$ cat config.mk
export PLATFORM = sky130hd
export DESIGN_NAME = capcmp_timer
export DESIGN_NICKNAME = d
export VERILOG_FILES = /design/src/rtl/tmr_pkg.sv /design/src/rtl/tmr_counter.sv /design/src/rtl/tmr_capture.sv /design/src/rtl/tmr_compare.sv /design/src/rtl/capcmp_timer.sv
export SDC_FILE = /design/constraint.sdc
export NUM_CORES = 1
export LEC_CHECK = 0
export BUFFER_PORTS_ARGS = -buffer_cell sky130_fd_sc_hd__buf_2
export CAP_MARGIN = 20
export CORE_UTILIZATION = 39
export CTS_CLUSTER_DIAMETER = 200
export DETAILED_ROUTE_END_ITERATION = 8
export GPL_ROUTABILITY_DRIVEN = 0
export PLACE_DENSITY = 0.6
export SETUP_SLACK_MARGIN = 0.2
export SYNTH_ARGS = -nofsm -noshare
export SYNTH_HDL_FRONTEND = slang
export SYNTH_SLANG_ARGS = --single-unit
$ cat constraint.sdc
create_clock -name clk -period 4.6 [get_ports clk]
set_clock_uncertainty 0.1 [all_clocks]
set_input_delay 0.92 -clock clk [delete_from_list [all_inputs] [get_ports clk]]
set_output_delay 0.92 -clock clk [all_outputs]
set_load 0.1 [all_outputs]
$ cat src/rtl/tmr_pkg.sv
package tmr_pkg;

    localparam int TMR_W    = 16;
    localparam int TMR_NCAP = 2;

    // Control word; ovf_ie sits at bit 0.
    typedef struct packed {
        logic out_lvl;   // bit 4
        logic edge1_up;  // bit 3
        logic edge0_up;  // bit 2
        logic cmp_oe;    // bit 1
        logic ovf_ie;    // bit 0
    } ctl_t;

    function automatic logic edge_hit(input logic rise_sel, input logic cur, input logic prev);
        return rise_sel ? (cur & ~prev) : (~cur & prev);
    endfunction

endpackage

$ cat src/rtl/tmr_counter.sv
module tmr_counter #(
    parameter int W = 16
) (
    input  logic         clk,
    input  logic         rst,
    input  logic         tick_en,
    input  logic         ovf_clr,
    output logic [W-1:0] cnt,
    output logic         ovf_flag
);
    localparam logic [W-1:0] TOP = '1;

    logic wrap;
    assign wrap = tick_en && (cnt == TOP);

    always_ff @(posedge clk) begin
        if (rst)          cnt <= '0;
        else if (tick_en) cnt <= cnt + 1'b1;
    end

    always_ff @(posedge clk) begin
        if (rst)          ovf_flag <= 1'b0;
        else if (wrap)    ovf_flag <= 1'b1;
        else if (ovf_clr) ovf_flag <= 1'b0;
    end

    p_cnt_hold_r1: assert property (@(posedge clk) disable iff (rst)
        !tick_en |=> $stable(cnt));
    p_wrap_zero_r1: assert property (@(posedge clk) disable iff (rst)
        wrap |=> (cnt == '0));
    p_wrap_sets_ovf_r2: assert property (@(posedge clk) disable iff (rst)
        wrap |=> ovf_flag);
    p_ovf_sticky_r2: assert property (@(posedge clk) disable iff (rst)
        (ovf_flag && !ovf_clr) |=> ovf_flag);
endmodule

$ cat src/rtl/tmr_capture.sv
module tmr_capture #(
    parameter int W    = 16,
    parameter int SYNC = 2
) (
    input  logic         clk,
    input  logic         rst,
    input  logic         pin,
    input  logic         rise_sel,
    input  logic         clr,
    input  logic [W-1:0] cnt,
    output logic [W-1:0] val,
    output logic         flag
);
    logic [SYNC-1:0] sreg;
    logic            prev;
    logic            hit;

    always_ff @(posedge clk) begin
        if (rst) begin
            sreg <= '0;
            prev <= 1'b0;
        end else begin
            sreg <= {sreg[SYNC-2:0], pin};
            prev <= sreg[SYNC-1];
        end
    end

    assign hit = tmr_pkg::edge_hit(rise_sel, sreg[SYNC-1], prev);

    always_ff @(posedge clk) begin
        if (rst) begin
            val  <= '0;
            flag <= 1'b0;
        end else if (hit) begin
            val  <= cnt;
            flag <= 1'b1;
        end else if (clr) begin
            flag <= 1'b0;
        end
    end

    p_cap_val_hold_r7: assert property (@(posedge clk) disable iff (rst)
        !hit |=> $stable(val));
    p_cap_flag_sticky_r7: assert property (@(posedge clk) disable iff (rst)
        (flag && !clr) |=> flag);
    p_cap_loads_r6: assert property (@(posedge clk) disable iff (rst)
        hit |=> (flag && val == $past(cnt)));
endmodule

$ cat src/rtl/tmr_compare.sv
module tmr_compare #(
    parameter int W = 16
) (
    input  logic         clk,
    input  logic         rst,
    input  logic [W-1:0] cnt,
    input  logic         cmp_we,
    input  logic [W-1:0] cmp_wdata,
    input  logic         lvl,
    input  logic         oe,
    output logic         cmp_pin
);
    logic [W-1:0] cmp_q;
    logic         blk;
    logic         olr;
    logic         match;

    assign match = (cnt == cmp_q) && !blk;

    always_ff @(posedge clk) begin
        if (rst) begin
            cmp_q <= '1;
            blk   <= 1'b0;
        end else begin
            blk <= cmp_we;
            if (cmp_we) cmp_q <= cmp_wdata;
        end
    end

    always_ff @(posedge clk) begin
        if (rst)        olr <= 1'b0;
        else if (match) olr <= lvl;
    end

    assign cmp_pin = oe & olr;

    p_olr_hold_r9: assert property (@(posedge clk) disable iff (rst)
        !match |=> $stable(olr));
    p_write_inhibit_r8: assert property (@(posedge clk) disable iff (rst)
        cmp_we |=> ##1 $stable(olr));
    p_olr_load_r9: assert property (@(posedge clk) disable iff (rst)
        match |=> (olr == $past(lvl)));
endmodule

$ cat src/rtl/capcmp_timer.sv
module capcmp_timer
    import tmr_pkg::*;
#(
    parameter int W    = TMR_W,
    parameter int NCAP = TMR_NCAP,
    parameter int SYNC = 2
) (
    input  logic            clk,
    input  logic            rst,
    input  logic            tick_en,
    input  logic            ctl_we,
    input  logic [4:0]      ctl_wdata,
    input  logic            cmp_we,
    input  logic [W-1:0]    cmp_wdata,
    input  logic            ovf_clr,
    input  logic [NCAP-1:0] cap_clr,
    input  logic [NCAP-1:0] cap_pin,
    output logic [W-1:0]    count,
    output logic [NCAP*W-1:0] cap_vals,
    output logic [NCAP-1:0] cap_flag,
    output logic            ovf_flag,
    output logic            ovf_irq,
    output logic            cmp_pin
);
    ctl_t            wr;
    logic            ovf_ie_q, cmp_oe_q, lvl_q;
    logic [NCAP-1:0] edge_q;

    assign wr = ctl_t'(ctl_wdata);

    always_ff @(posedge clk) begin
        if (rst) begin
            ovf_ie_q <= 1'b0;
            cmp_oe_q <= 1'b0;
            lvl_q    <= 1'b0;
        end else if (ctl_we) begin
            ovf_ie_q <= wr.ovf_ie;
            cmp_oe_q <= wr.cmp_oe;
            lvl_q    <= wr.out_lvl;
        end
    end

    // Edge selects deliberately have no reset branch.
    always_ff @(posedge clk) begin
        if (ctl_we) edge_q <= {wr.edge1_up, wr.edge0_up};
    end

    tmr_counter #(.W(W)) u_cnt (
        .clk(clk), .rst(rst), .tick_en(tick_en), .ovf_clr(ovf_clr),
        .cnt(count), .ovf_flag(ovf_flag)
    );

    assign ovf_irq = ovf_flag & ovf_ie_q;

    for (genvar i = 0; i < NCAP; i++) begin : g_cap
        tmr_capture #(.W(W), .SYNC(SYNC)) u_cap (
            .clk(clk), .rst(rst), .pin(cap_pin[i]), .rise_sel(edge_q[i]),
            .clr(cap_clr[i]), .cnt(count),
            .val(cap_vals[i*W +: W]), .flag(cap_flag[i])
        );
    end

    tmr_compare #(.W(W)) u_cmp (
        .clk(clk), .rst(rst), .cnt(count), .cmp_we(cmp_we),
        .cmp_wdata(cmp_wdata), .lvl(lvl_q), .oe(cmp_oe_q), .cmp_pin(cmp_pin)
    );

    p_edge_hold_r5: assert property (@(posedge clk) disable iff (rst)
        !ctl_we |=> $stable(edge_q));
    p_irq_follows_r3: assert property (@(posedge clk) disable iff (rst)
        (ovf_flag && !ovf_clr && !ctl_we && ovf_ie_q) |=> ovf_irq);
    p_ctl_load_r4: assert property (@(posedge clk) disable iff (rst)
        ctl_we |=> (cmp_oe_q == $past(wr.cmp_oe)));
endmodule

==> results.sh, run 1 <==
export IMPL_status="completed"
export IMPL_grt_start_max_net_pins=45
export IMPL_crit_path_end_kind="output pin"
export IMPL_postSynthAreaPerCell_um2=9.93
export IMPL_r2r_slack_ns=2.69
export IMPL_ys_seq_area_share_pct=50.9
export IMPL_final_seq_area_um2=1620
export IMPL_whs_endpoint="g_cap[1].u_cap.sreg[1]$_SDFF_PP0_"
export IMPL_clk_latency_ns=0.35
export IMPL_path_cells="buf_2"
export IMPL_leakage_uw=0.00176
export IMPL_ios=84
export IMPL_hold_class="reg -> reg"
export IMPL_worst_pin_slew_ns=0.661
export IMPL_root_buffer="clkbuf_8"
export IMPL_drv_slew=0
export IMPL_path_buf_inv=1
export IMPL_post_cts_resized=0
export IMPL_synth_edf_count=2
export IMPL_r2r_cells=5
export IMPL_nets=423
export IMPL_fmax_mhz=407
export IMPL_critPathRequiredTime_ns=3.58
export IMPL_ys_warn_count=0
export IMPL_synth_cell_types=32
export IMPL_grt_ovfl_total=0
export IMPL_seqPwrFrac_pct=56.2
export IMPL_multi_input_area_um2=1430
export IMPL_cts_tree="yes"
export IMPL_postSynthCellCount=321
export IMPL_drive_gt1_share_pct=27.3
export IMPL_p_per_area_nw_per_um2=340
export IMPL_hold_slack_ns=0.364
export IMPL_fillers=769
export IMPL_post_route_drc_count=0
export IMPL_start_util_pct=40.8
export IMPL_crit_type="reg -> out"
export IMPL_setup_violations=0
export IMPL_grt_pass1_wl_um=11100
export IMPL_crit_path_start_kind="flop"
export IMPL_cp_slowest_cell="dfxtp_1"
export IMPL_setup_tns_ns=0
export IMPL_ys_ff_latch=80
export IMPL_cts_buffers=9
export IMPL_fp_dieW_um=92.4
export IMPL_dpl_cell_area_um2=3630
export IMPL_clockBufferDepth=2
export IMPL_grt_pass1_vias=2239
export IMPL_utilization_pct=48.8
export IMPL_finalHoldViolations=0
export IMPL_crit_family="flip-flops"
export IMPL_p_int_uw=954
export IMPL_syn_nets=353
export IMPL_totalWireLength_um=6730
export IMPL_arrival_ns=1.44
export IMPL_power_share_clock_pct=35.8
export IMPL_num_rows=32
export IMPL_die_h_um=92.4
export IMPL_syn_area_um2=3190
export IMPL_viasPerCell=4.81
export IMPL_drt_iter0_markers=80
export IMPL_worst_path_max_fanout=8
export IMPL_postCtsSetupBuffers=0
export IMPL_fp_coreArea_um2=7810
export IMPL_max_cap_violations=0
export IMPL_synth_flop_cell="dfxtp_1"
export IMPL_ir_drop_mv=0.176
export IMPL_dieArea_um2=8540
export IMPL_hpwl_um=4610
export IMPL_max_stage_delay_ns=0.59
export IMPL_switching_share_pct=26.3
export IMPL_p_switching_uw=341
export IMPL_syn2layout_area_growth_pct=19.6
export IMPL_wl_per_cell_um=13.5
export IMPL_fin_area_um2=3810
export IMPL_rr_startpoint="u_cnt.cnt[8]$_SDFFE_PP0P_"
export IMPL_r2r_end="u_cmp.olr$_SDFFE_PP0P_"
export IMPL_num_vias=2393
export IMPL_dr_pass1_iters=4
export IMPL_finalCritPeriodShare_pct=53.5
export IMPL_cts_clk_slew_worst_paths_ns=0.08
export IMPL_hold_depth=1
export IMPL_pwr_share_comb_pct=8.0
export IMPL_io_buffers=83
export IMPL_grt_usage_pct=16.9
export IMPL_drtAntennaViolNets=0
export IMPL_layout_cells_most_common="buf_2"
export IMPL_async_flop_share_pct=0
export IMPL_cts_hold_buf=0
export IMPL_period_minus_slack_ns=2.46
export IMPL_max_slew_margin_rel_pct=55.9
export IMPL_cts_max_level=3
export IMPL_diodes=0
export IMPL_final_cell_mix="buf_2 (83), dfxtp_1 (78), nor2_1 (53), mux2i_1 (37), nor2b_1 (24)"
export IMPL_hp_start="g_cap[1].u_cap.sreg[0]$_SDFF_PP0_"
export IMPL_antenna_found_initial=0
export IMPL_cts_sinks=80
export IMPL_rsz0062_at_grt="no"
## final cells by class
class,instances,area share [%]
Sequential cell,80,42.6
Multi-Input combinational cell,210,37.4
Timing Repair Buffer,86,11.5
Tap cell,102,3.35
Clock buffer,9,3.25
Clock inverter,7,1.51
Inverter,4,0.394
## logic make-up (layout without fill, tap and decap cells)
family	Yosys count	after routing	share of synthesized area, %
xor gates and xnor gates	27	27	7.42
adders and majority gates	1	1	0.393
muxes	37	37	11.6
and+or+nand+nor	117	117	18.8
buffers and inverters	31	106	4.48
AOI/OAI and AO/OA	28	28	6.40
DFF	80	80	50.9
## routing by layer
layer / up-vias / share of wire [%] / GRT usage, %
met5: - / 0 / 0
met4: 0 / 0.77 / 3.91
met3: 7 / 6.9 / 5.75
li1: 1215 / - / -
met1: 1098 / 48 / 22.1
met2: 73 / 44 / 26.6
## how the worst max path moves through the flow
stage	end	cells after the start	slack [ns]	from
floorplan	ovf_irq	1	1.77	u_cnt.ovf_flag$_SDFFE_PP0P_
global placement	g_cap[1].u_cap.val[0]$_SDFFE_PP0P_	3	2.28	rst
detailed placement	u_cnt.cnt[2]$_SDFFE_PP0P_	3	2.26	rst
CTS	count[8]	1	2.12	u_cnt.cnt[8]$_SDFFE_PP0P_
global route	count[8]	1	2.08	u_cnt.cnt[8]$_SDFFE_PP0P_
finish	count[8]	1	2.14	u_cnt.cnt[8]$_SDFFE_PP0P_
## metrics by stage
step / setup WS (ns) / total power [uW] / std cells
final: 2.14 / 1290 / 498
after global routing: 2.08 / 1360 / 498
after CTS: 2.12 / 1310 / 498
after detailed placement: 2.26 / 849 / 482
after global placement: 2.28 / 848 / 482
after floorplan: 1.77 / 820 / 321
## power groups by stage
| stage | Combinational (uW) | Clock (uW) | Sequential, uW |
|---|---|---|---|
| 6_report | 103 | 463 | 728 |
| 5_1_grt | 113 | 511 | 731 |
| 4_1_cts | 105 | 479 | 729 |
| 3_5_place_dp | 104 | 0 | 745 |
| 3_3_place_gp | 103 | 0 | 745 |
| 2_1_floorplan | 61.7 | 0 | 758 |
## registers in the layout, summed over array words and instances (netlist names)
| register | count |
|---|---|
| u_cmp.cmp_q | 16 |
| g_cap.u_cap.prev | 2 |
| lvl_q | 1 |
| g_cap.u_cap.sreg | 4 |
| u_cmp.blk | 1 |
| ovf_ie_q | 1 |
| u_cmp.olr | 1 |
| g_cap.u_cap.flag | 2 |
| u_cnt.ovf_flag | 1 |
| u_cnt.cnt | 16 |
| g_cap.u_cap.val | 32 |
| cmp_oe_q | 1 |
| edge_q | 2 |
## cell usage after synthesis, drive strengths merged (4+ instances only)
master   n  area share, %
nor4     4           0.98
xor2    21            5.8
o21ai    4           0.63
dfxtp   78             49
inv      4           0.47
a21oi    8            1.4
buf     11            2.1
clkbuf  16            1.9
nor3     5           0.79
nand2b   4           0.79
nor2    53            6.2
mux2i   37             12
nor2b   24            4.7
xnor2    6            1.6
a211o   16            4.4
nand4    6            1.8
nand2   10            1.2
Note: power is estimated with default switching activity, not from simulation.
==> inputs of run 2 (changes only) <==
- clock period: 4.6 -> 2.55 ns (I/O delays scaled with it)
==> run 2 against run 1 <==
Net effect:
- sequential cell count unchanged
- global-route usage hardly changed
- first-iteration DRC count increased by 33%
- critical path depth is the same
- non-clock buffer count grew 2
- largest power group unchanged
- sequential power increased by 80%
==> results.sh, run 2 (synthesis gave the netlist of run 1 again) <==
export IMPL_p_switching_uw=591
export IMPL_critPathRequiredTime_ns=1.94
export IMPL_power_share_clock_pct=39.9
export IMPL_fmax_mhz=491
export IMPL_post_cts_resized=0
export IMPL_grt_usage_pct=16.8
export IMPL_max_stage_delay_ns=0.57
export IMPL_cts_tree="yes"
export IMPL_finalCritPeriodShare_pct=79.9
export IMPL_io_buffers=83
export IMPL_postCtsSetupBuffers=0
export IMPL_antenna_found_initial=0
export IMPL_dieArea_um2=8540
export IMPL_largest_register_ffs=32
export IMPL_pwr_share_comb_pct=7.5
export IMPL_totalWireLength_um=6850
export IMPL_dr_pass1_iters=4
export IMPL_grt_ovfl_total=0
export IMPL_die_h_um=92.4
export IMPL_p_per_area_nw_per_um2=648
export IMPL_hold_class="in -> reg"
export IMPL_top_register="g_cap.u_cap.val"
export IMPL_num_rows=32
export IMPL_dp_slack_ns=0.677
export IMPL_nets=425
export IMPL_crit_path_end_kind="output pin"
export IMPL_crit_family="flip-flops"
export IMPL_status="completed"
export IMPL_fillers=779
export IMPL_root_buffer="clkbuf_8"
export IMPL_arrival_ns=1.43
export IMPL_cts_clk_slew_worst_paths_ns=0.08
export IMPL_setup_slack_ns=0.513
export IMPL_worst_path_max_fanout=8
export IMPL_syn2layout_area_growth_pct=21.0
export IMPL_path_buf_inv=1
export IMPL_num_vias=2369
export IMPL_seqPwrFrac_pct=52.5
export IMPL_dp_cells=484
export IMPL_cts_max_level=3
export IMPL_setup_violations=0
export IMPL_ir_drop_mv=0.327
export IMPL_fin_area_um2=3860
export IMPL_crit_path_start_kind="flop"
export IMPL_fp_dieW_um=92.4
export IMPL_finalHoldViolations=0
export IMPL_cts_buffers=9
export IMPL_r2r_slack_ns=0.64
export IMPL_drive_gt1_share_pct=27.6
export IMPL_wl_per_cell_um=13.7
export IMPL_cp_slowest_cell="dfxtp_1"
export IMPL_p_int_uw=1910
export IMPL_drtAntennaViolNets=0
export IMPL_dpl_cell_area_um2=3640
export IMPL_leakage_uw=0.00179
export IMPL_ios=84
export IMPL_grt_start_max_net_pins=41
export IMPL_layout_cells_most_common="buf_2"
export IMPL_worst_pin_slew_ns=0.646
export IMPL_clockBufferDepth=2
export IMPL_cts_hold_buf=0
export IMPL_start_util_pct=40.8
export IMPL_max_slew_margin_rel_pct=57.0
export IMPL_multi_input_area_um2=1430
export IMPL_rsz0062_at_grt="no"
export IMPL_max_cap_violations=0
export IMPL_grt_pass1_wl_um=11000
export IMPL_post_route_drc_count=0
export IMPL_final_cell_mix="buf_2 (83), dfxtp_1 (78), nor2_1 (53), mux2i_1 (37), nor2b_1 (24)"
export IMPL_final_seq_area_um2=1620
export IMPL_hpwl_um=4830
export IMPL_switching_share_pct=23.6
export IMPL_setup_tns_ns=0
export IMPL_crit_type="reg -> out"
export IMPL_diodes=0
export IMPL_clk_latency_ns=0.34
export IMPL_drt_iter0_markers=106
export IMPL_viasPerCell=4.74
export IMPL_finalNonFillerCells=500
export IMPL_fp_coreArea_um2=7810
export IMPL_path_cells="buf_2"
export IMPL_reg_top3="g_cap.u_cap.val (32), u_cmp.cmp_q (16), u_cnt.cnt (16)"
export IMPL_drv_slew=0
export IMPL_period_minus_slack_ns=2.04
export IMPL_grt_pass1_vias=2165
export IMPL_cts_sinks=80
-- run 2: path summary, 6_finish.rpt --
path                                          start  cells past startpoint                                end
hold / removal                         ctl_wdata[3]                      1                edge_q[1]$_DFFE_PP_
setup reg to reg          u_cnt.cnt[8]$_SDFFE_PP0P_                      5             u_cmp.olr$_SDFFE_PP0P_
setup / recovery          u_cnt.cnt[8]$_SDFFE_PP0P_                      1                           count[8]
hold reg to reg   g_cap[1].u_cap.sreg[0]$_SDFF_PP0_                      1  g_cap[1].u_cap.sreg[1]$_SDFF_PP0_
-- run 2: metal layers --
metal	routed length (um)	track usage (%)
met1	3310	22.4
met4	96	6.77
met2	3050	25.4
met3	393	5.01
met5	0	0
-- run 2: power by group through the flow --
stage                     Combinational (uW)  Sequential (uW)  Clock [uW]
after floorplan                          111             1370           0
after global placement                   188             1340           0
after detailed placement                 190             1340           0
after CTS                                191             1310        1030
after global routing                     205             1320        1090
final                                    188             1310         998
-- run 2: stage by stage --
stage,power (uW),hold WS [ns],util [%]
after floorplan,1480,0.314,-
after global placement,1530,0.319,46.7
after detailed placement,1530,0.335,46.7
after CTS,2530,0.225,49.4
after global routing,2610,0.217,49.4
final,2500,0.247,49.4
-- run 2: layout make-up --
cell class,instances,area share [%]
well taps,102,3.31
inverters,4,0.389
repair buffers,88,11.7
clock buffers,10,3.31
flip-flops and latches,80,42.0
clock inverters,6,2.21
multi-input cells,210,37.0
